==> src/rtl/rdm_pkg.sv <==
package rdm_pkg;

  localparam int MAX_PORTS = 4;

  typedef enum logic [1:0] {
    MODE_QUAD   = 2'd0,
    MODE_DUAL   = 2'd1,
    MODE_SINGLE = 2'd2,
    MODE_CHAIN  = 2'd3
  } rd_mode_e;

  typedef enum logic [1:0] {
    ST_IDLE     = 2'd0,
    ST_WAIT_TOK = 2'd1,
    ST_SEND     = 2'd2
  } rd_state_e;

endpackage

==> src/rtl/rdm_ctrl.sv <==
module rdm_ctrl
  import rdm_pkg::*;
#(
  parameter int NUM_CH = 128
) (
  input  logic     clk,
  input  logic     rst_n,
  input  logic     ev_valid,
  input  rd_mode_e mode_in,
  input  logic     tok_in,
  output logic     ev_ready,
  output logic     load,
  output logic     shift_en,
  output rd_mode_e mode_q,
  output logic     tok_out
);

  localparam int CNT_W = $clog2(NUM_CH);
  localparam logic [CNT_W-1:0] LAST_QUAD = CNT_W'(NUM_CH / 4 - 1);
  localparam logic [CNT_W-1:0] LAST_DUAL = CNT_W'(NUM_CH / 2 - 1);
  localparam logic [CNT_W-1:0] LAST_ONE  = CNT_W'(NUM_CH - 1);

  rd_state_e        state_q;
  logic [CNT_W-1:0] cnt_q;
  logic [CNT_W-1:0] last_idx;

  always_comb begin
    case (mode_q)
      MODE_QUAD: last_idx = LAST_QUAD;
      MODE_DUAL: last_idx = LAST_DUAL;
      default:   last_idx = LAST_ONE;
    endcase
  end

  assign ev_ready = (state_q == ST_IDLE);
  assign load     = ev_valid && ev_ready;
  assign shift_en = (state_q == ST_SEND);

  always_ff @(posedge clk) begin
    if (!rst_n) begin
      state_q <= ST_IDLE;
      cnt_q   <= '0;
      mode_q  <= MODE_QUAD;
      tok_out <= 1'b0;
    end else begin
      tok_out <= 1'b0;
      case (state_q)
        ST_IDLE: begin
          if (ev_valid) begin
            mode_q  <= mode_in;
            cnt_q   <= '0;
            state_q <= (mode_in == MODE_CHAIN && !tok_in) ? ST_WAIT_TOK : ST_SEND;
          end else if (mode_in == MODE_CHAIN && tok_in) begin
            // no event held: hand the token straight on
            tok_out <= 1'b1;
          end
        end
        ST_WAIT_TOK: begin
          if (tok_in) state_q <= ST_SEND;
        end
        ST_SEND: begin
          if (cnt_q == last_idx) begin
            state_q <= ST_IDLE;
            tok_out <= (mode_q == MODE_CHAIN);
          end else begin
            cnt_q <= cnt_q + 1'b1;
          end
        end
        default: state_q <= ST_IDLE;
      endcase
    end
  end

endmodule

==> src/rtl/rdm_lanes.sv <==
module rdm_lanes
  import rdm_pkg::*;
#(
  parameter int NUM_CH = 128
) (
  input  logic                 clk,
  input  logic                 rst_n,
  input  logic                 load,
  input  logic                 shift_en,
  input  logic [NUM_CH-1:0]    ev_data,
  input  rd_mode_e             mode_q,
  output logic [MAX_PORTS-1:0] ser_data
);

  localparam int QUAD_SEG = NUM_CH / 4;
  localparam int DUAL_SEG = NUM_CH / 2;

  // One shared register shifted right once per bit: the head of every
  // segment then always holds the next channel of that segment.
  logic [NUM_CH-1:0] frame_q;

  always_ff @(posedge clk) begin
    if (!rst_n) begin
      frame_q <= '0;
    end else if (load) begin
      frame_q <= ev_data;
    end else if (shift_en) begin
      frame_q <= frame_q >> 1;
    end
  end

  for (genvar k = 0; k < MAX_PORTS; k++) begin : g_port
    localparam bit HAS_DUAL = (k < 2);
    localparam bit HAS_ONE  = (k == 0);
    localparam int DUAL_IDX = HAS_DUAL ? k * DUAL_SEG : 0;
    logic bit_sel;

    always_comb begin
      case (mode_q)
        MODE_QUAD: bit_sel = frame_q[k*QUAD_SEG];
        MODE_DUAL: bit_sel = frame_q[DUAL_IDX] & HAS_DUAL;
        default:   bit_sel = frame_q[0] & HAS_ONE;
      endcase
    end

    assign ser_data[k] = bit_sel & shift_en;
  end

endmodule

==> src/rtl/rdout_port_mux.sv <==
module rdout_port_mux
  import rdm_pkg::*;
#(
  parameter int NUM_CH = 128
) (
  input  logic              clk,
  input  logic              rst_n,
  input  logic              ev_valid,
  output logic              ev_ready,
  input  logic [NUM_CH-1:0] ev_data,
  input  logic [1:0]        mode,
  input  logic              tok_in,
  output logic              ser_valid,
  output logic [3:0]        ser_data,
  output logic              tok_out
);

  logic     load;
  logic     shift_en;
  rd_mode_e mode_q;

  rdm_ctrl #(.NUM_CH(NUM_CH)) u_ctrl (
    .clk      (clk),
    .rst_n    (rst_n),
    .ev_valid (ev_valid),
    .mode_in  (rd_mode_e'(mode)),
    .tok_in   (tok_in),
    .ev_ready (ev_ready),
    .load     (load),
    .shift_en (shift_en),
    .mode_q   (mode_q),
    .tok_out  (tok_out)
  );

  rdm_lanes #(.NUM_CH(NUM_CH)) u_lanes (
    .clk      (clk),
    .rst_n    (rst_n),
    .load     (load),
    .shift_en (shift_en),
    .ev_data  (ev_data),
    .mode_q   (mode_q),
    .ser_data (ser_data)
  );

  assign ser_valid = shift_en;

endmodule

==> config.mk <==
export PLATFORM = sky130hd
export DESIGN_NAME = rdout_port_mux
export DESIGN_NICKNAME = d
export VERILOG_FILES = /design/src/rtl/rdm_pkg.sv /design/src/rtl/rdm_ctrl.sv /design/src/rtl/rdm_lanes.sv /design/src/rtl/rdout_port_mux.sv
export SDC_FILE = /design/constraint.sdc
export NUM_CORES = 1
export LEC_CHECK = 0
export ABC_CLOCK_PERIOD_IN_PS = 2400
export CORE_MARGIN = 8
export CORE_UTILIZATION = 23
export CTS_CLUSTER_DIAMETER = 100
export DETAILED_ROUTE_END_ITERATION = 8
export DONT_BUFFER_PORTS = 1
export PLACE_DENSITY = 0.42
export SLEW_MARGIN = 20
export SYNTH_ARGS = -nofsm -noshare
export SYNTH_HDL_FRONTEND = slang
export SYNTH_SLANG_ARGS = --single-unit
==> constraint.sdc <==
create_clock -name clk -period 2.4 [get_ports clk]
set_clock_uncertainty 0.1 [all_clocks]
set_input_delay 0.72 -clock clk [delete_from_list [all_inputs] [get_ports clk]]
set_output_delay 0.72 -clock clk [all_outputs]
set_load 0.05 [all_outputs]
==> impl_metrics.yaml, run 1 <==
worst_setup_path:
  cpMaxStageDelayCell: "sky130_fd_sc_hd__dfxtp_2"
  end_kind: "primary output"
  crit-reg2reg-launch: "u_ctrl.state_q[0]"
  critPathArrivalTime_ns: 1.48
  worstReg2RegEnd: "u_ctrl.cnt_q[3]"
  path_max_fanout: 7
  cpLargestDelayFamily: "simple AND/OR/NAND/NOR gates"
  worstPathRequired_ns: 1.58
  setup.reg_to_reg.worst_slack_ns: 0.50
  cells_along_the_critical_path: "nand2b_4, nor4b_2, buf_4"
  r2r.worst_path.cells: 6
  cp_num_buf_inv: 1
  critPathKind: "register to primary output"
  crit_path_max_cell_delay_ns: 0.35
  critical_path.startpoint_type: "register"
final_layout:
  diodes: 0
  fin_util: 0.2698
  final_net_count: 754
  drive_above_1_share: 0.09177
  area_delta_synth_final_pct: 15.12
pwr:
  vdd_ir_drop_max_mv: 0.3073
  power_leakage_nw: 2.289
  power.density_mw_per_mm2: 858.4
placed_design:
  placement.setup.worst_slack_ns: 0.1136
  gp_congestion: 0.7475
  dpl.hpwl_um: 10280
  buffer_ports.inserted: 0
die:
  floorplan.die.width_um: 176.4
  die_area_mm2: 0.03112
  rows: 58
  die_h_um: 176.4
  core_region_area_mm2: 0.02525
  ioPinCount: 141
  floorplan.initialDensity: 0.2343
routing:
  detail-route-antenna-nets: 0
  post-route-drc-count: 0
  wirelength_met1_um: 7504
  drt_iter0_drc: 396
  route.met2.wl_um: 7486
  detailroute.via_count: 4687
  post_drt_via_cell_ratio: 4.872
  topRoutingLayerUsed: "met4"
  met3WireLength_um: 1110
  routed_wl_um: 16340
  drt-pass1-iter-count: 6
  drt-wirelength-per-cell_um: 16.98
yosys:
  muxShareOfSynthArea: 0.001691
  ys_seq_area_frac: 0.4736
  yosys.area_share.adder: 0.002114
  synth_compound_area_frac: 0.3438
  ys.warnings.count: 0
  synth_edf_count: 0
  synth_largest_area_cell: "sky130_fd_sc_hd__dfxtp_1"
  mappedNetlistNets: 781
  synth_top_family_by_area: "compound AO/OA/AOI/OAI gates"
  yosys.cell_types.count: 39
  synth_cells: 646
  synth-async-reset-ratio: 0
  post_synth_and_or_nand_nor_area_fraction: 0.1186
  synth.top_cells.by_area: "sky130_fd_sc_hd__dfxtp_1 (47%), sky130_fd_sc_hd__a22oi_1 (16%), sky130_fd_sc_hd__a21boi_0 (13%), sky130_fd_sc_hd__nand2_1 (8.6%), sky130_fd_sc_hd__a21boi_1 (3.8%)"
  syn-mean-instance-area_um2: 9.161
  ys_ff_latch: 140
  syn_area_mm2: 0.005918
  synth_flop_cell: "sky130_fd_sc_hd__dfxtp_1"
  synthXorXnorAreaFrac: 0.004440
  synthDominantCellAreaShare: 0.4736
global_route:
  global_route_wire_length_before_repair_um: 25160
  grt_start_max_net_pins: 137
  first_global_vias: 4466
  grt_remaining_overflow: 0
  globalRouteTotalUtil: 0.1026
  grt_antenna_before_repair: 0
timing:
  relSlewSlack: 0.6216
  hold_slack_ns: 0.2762
  timing.final.crit_share: 0.9587
  hold_violations: 0
  maxSlewViolCount: 0
  timing_worst_slew_pin_value_ns: 0.5669
  final.setup.tns_ns: 0
  fin_crit_ns: 2.301
  setup_repair_after_global_routing_missed_its_margin: "no"
  finalSetupViolations: 0
  setup_slack_ns: 0.09912
  clock.fmax_mhz: 434.6
clock_tree:
  worst_skew_pair.late_latency_ns: 0.42
  cts.sinks: 140
  post_cts_hold_buffer_count: 0
  cts_tree: "yes"
  cts_inserted_buffers: 17
  htree_levels: 4
  clockBufferDepth: 2
  cts.clk_slew.worst_paths_ns: 0.06
  cts.root.buffer_cell: "sky130_fd_sc_hd__clkbuf_16"
hold_path:
  worst_hold_path.num_cells: 1
  hold_start: "tok_in"
  hold-path-endpoint: "u_ctrl.state_q[0]"
  min-delay-path-class: "input pin to register"
outcome:
  outcome: "complete, no violations"
run:
  count_of_max_cap_constraint_violations: 0
## final cells by class
cell class                      instances  area [um2]
Clock buffer                           17       425.4
Clock inverter                         15       152.6
Fill cell                            2680       18440
Inverter                                3       13.76
Multi-Input combinational cell        444        2823
Sequential cell                       140        2805
Tap cell                              330       412.9
Timing Repair Buffer                   13       180.2
## timing repair
action	CTS	global route
gates cloned	1	0
setup endpoints to repair	5	1
buffers inserted	0	0
resized for setup	5	1
## worst register-to-register path, delay by kind of cell (launching register included)
family                 cells  cell delay (ns)
AOI/OAI and AO/OA          1             0.19
and+or+nand+nor            3             0.79
buffers and inverters      2             0.43
DFF                        1             0.35
## state kept, by name, summed over array words and instances (netlist names)
| name | count |
|---|---|
| u_ctrl.mode_q | 2 |
| u_lanes.frame_q | 128 |
| u_ctrl.tok_out | 1 |
| u_ctrl.state_q | 2 |
| u_ctrl.cnt_q | 7 |
## where the power goes
part	internal, W	switching, W	total, W	leakage [nW]
registers	0.00250	0.000102	0.00260	1.15
clock network	0.00146	0.00114	0.00261	0.283
logic	0.000246	0.000392	0.000638	0.856
## cells in the final DEF, fill, tap and decap left out, types with 3 or more instances in the layout
cell type / synthesis / final
sky130_fd_sc_hd__buf_12: 0 / 3
sky130_fd_sc_hd__buf_4: 9 / 8
sky130_fd_sc_hd__nand3_1: 7 / 7
sky130_fd_sc_hd__a21boi_0: 100 / 100
sky130_fd_sc_hd__a21oi_1: 3 / 3
sky130_fd_sc_hd__clkinv_4: 0 / 5
sky130_fd_sc_hd__nand2_1: 135 / 135
sky130_fd_sc_hd__a22oi_1: 127 / 127
sky130_fd_sc_hd__nor2_1: 6 / 6
sky130_fd_sc_hd__xor2_1: 3 / 3
sky130_fd_sc_hd__dfxtp_1: 140 / 138
sky130_fd_sc_hd__inv_6: 0 / 5
sky130_fd_sc_hd__a21boi_1: 30 / 30
sky130_fd_sc_hd__clkbuf_16: 0 / 17
## synthesized netlist by cell type, drive strengths merged, types with 2 or more instances
library cell / instances
o21a: 2
nand2: 135
a21oi: 3
nor2: 8
xor2: 3
buf: 37
a22oi: 127
and2: 2
and3: 2
or3: 2
nand3: 7
nor4: 2
nand4: 2
a21boi: 130
nor3: 2
o21ai: 3
inv: 3
clkbuf: 22
o2111ai: 2
nor4b: 2
dfxtp: 140
## per-stage QoR
stage / area (um2) / std cells / total power [W]
2_1_floorplan: 5938 / 646 / 0.003174
3_3_place_gp: 6176 / 929 / 0.003243
3_5_place_dp: 6176 / 929 / 0.003277
4_1_cts: 6804 / 962 / 0.005979
5_1_grt: 6813 / 962 / 0.006183
6_report: 6813 / 962 / 0.005848
## per-layer routing
metal  up-vias  GRT usage
li1       2289          -
met3        15    0.03525
met4         0    0.04063
met2       137     0.1595
met5         -          0
met1      2246     0.1286
## worst max path at each step
stage / to / start / slack (ns) / depth (start not counted)
after CTS: ser_data[3] / u_ctrl.state_q[0] / 0.07 / 3
after global routing: ser_data[2] / u_ctrl.state_q[1] / 0.01 / 3
final: ser_data[2] / u_ctrl.state_q[0] / 0.1 / 3
after global placement: u_ctrl.cnt_q[3] / u_ctrl.state_q[1] / 0.15 / 6
after floorplan: ser_data[2] / u_ctrl.state_q[0] / -0.03 / 3
after detailed placement: u_ctrl.cnt_q[3] / u_ctrl.state_q[1] / 0.11 / 6
## logic make-up after synthesis
logic type / count (synthesis)
AOI/OAI and AO/OA: 272
xor gates and xnor gates: 3
adders and majority gates: 1
buffers and inverters: 62
DFF: 140
muxes: 1
and+or+nand+nor: 167
(Power assumes the default switching activity.)
==> run 2: changes to the inputs <==
Settings changed: CAP_MARGIN set to 30.
==> results of run 2 <==
The final DEF is identical to that of run 1; final timing and power are the same.
==> run 3: changes to the inputs <==
Settings changed: CTS_CLUSTER_SIZE set to 12.
==> results of run 3 <==
The final DEF is identical to that of run 1; final timing and power are the same.
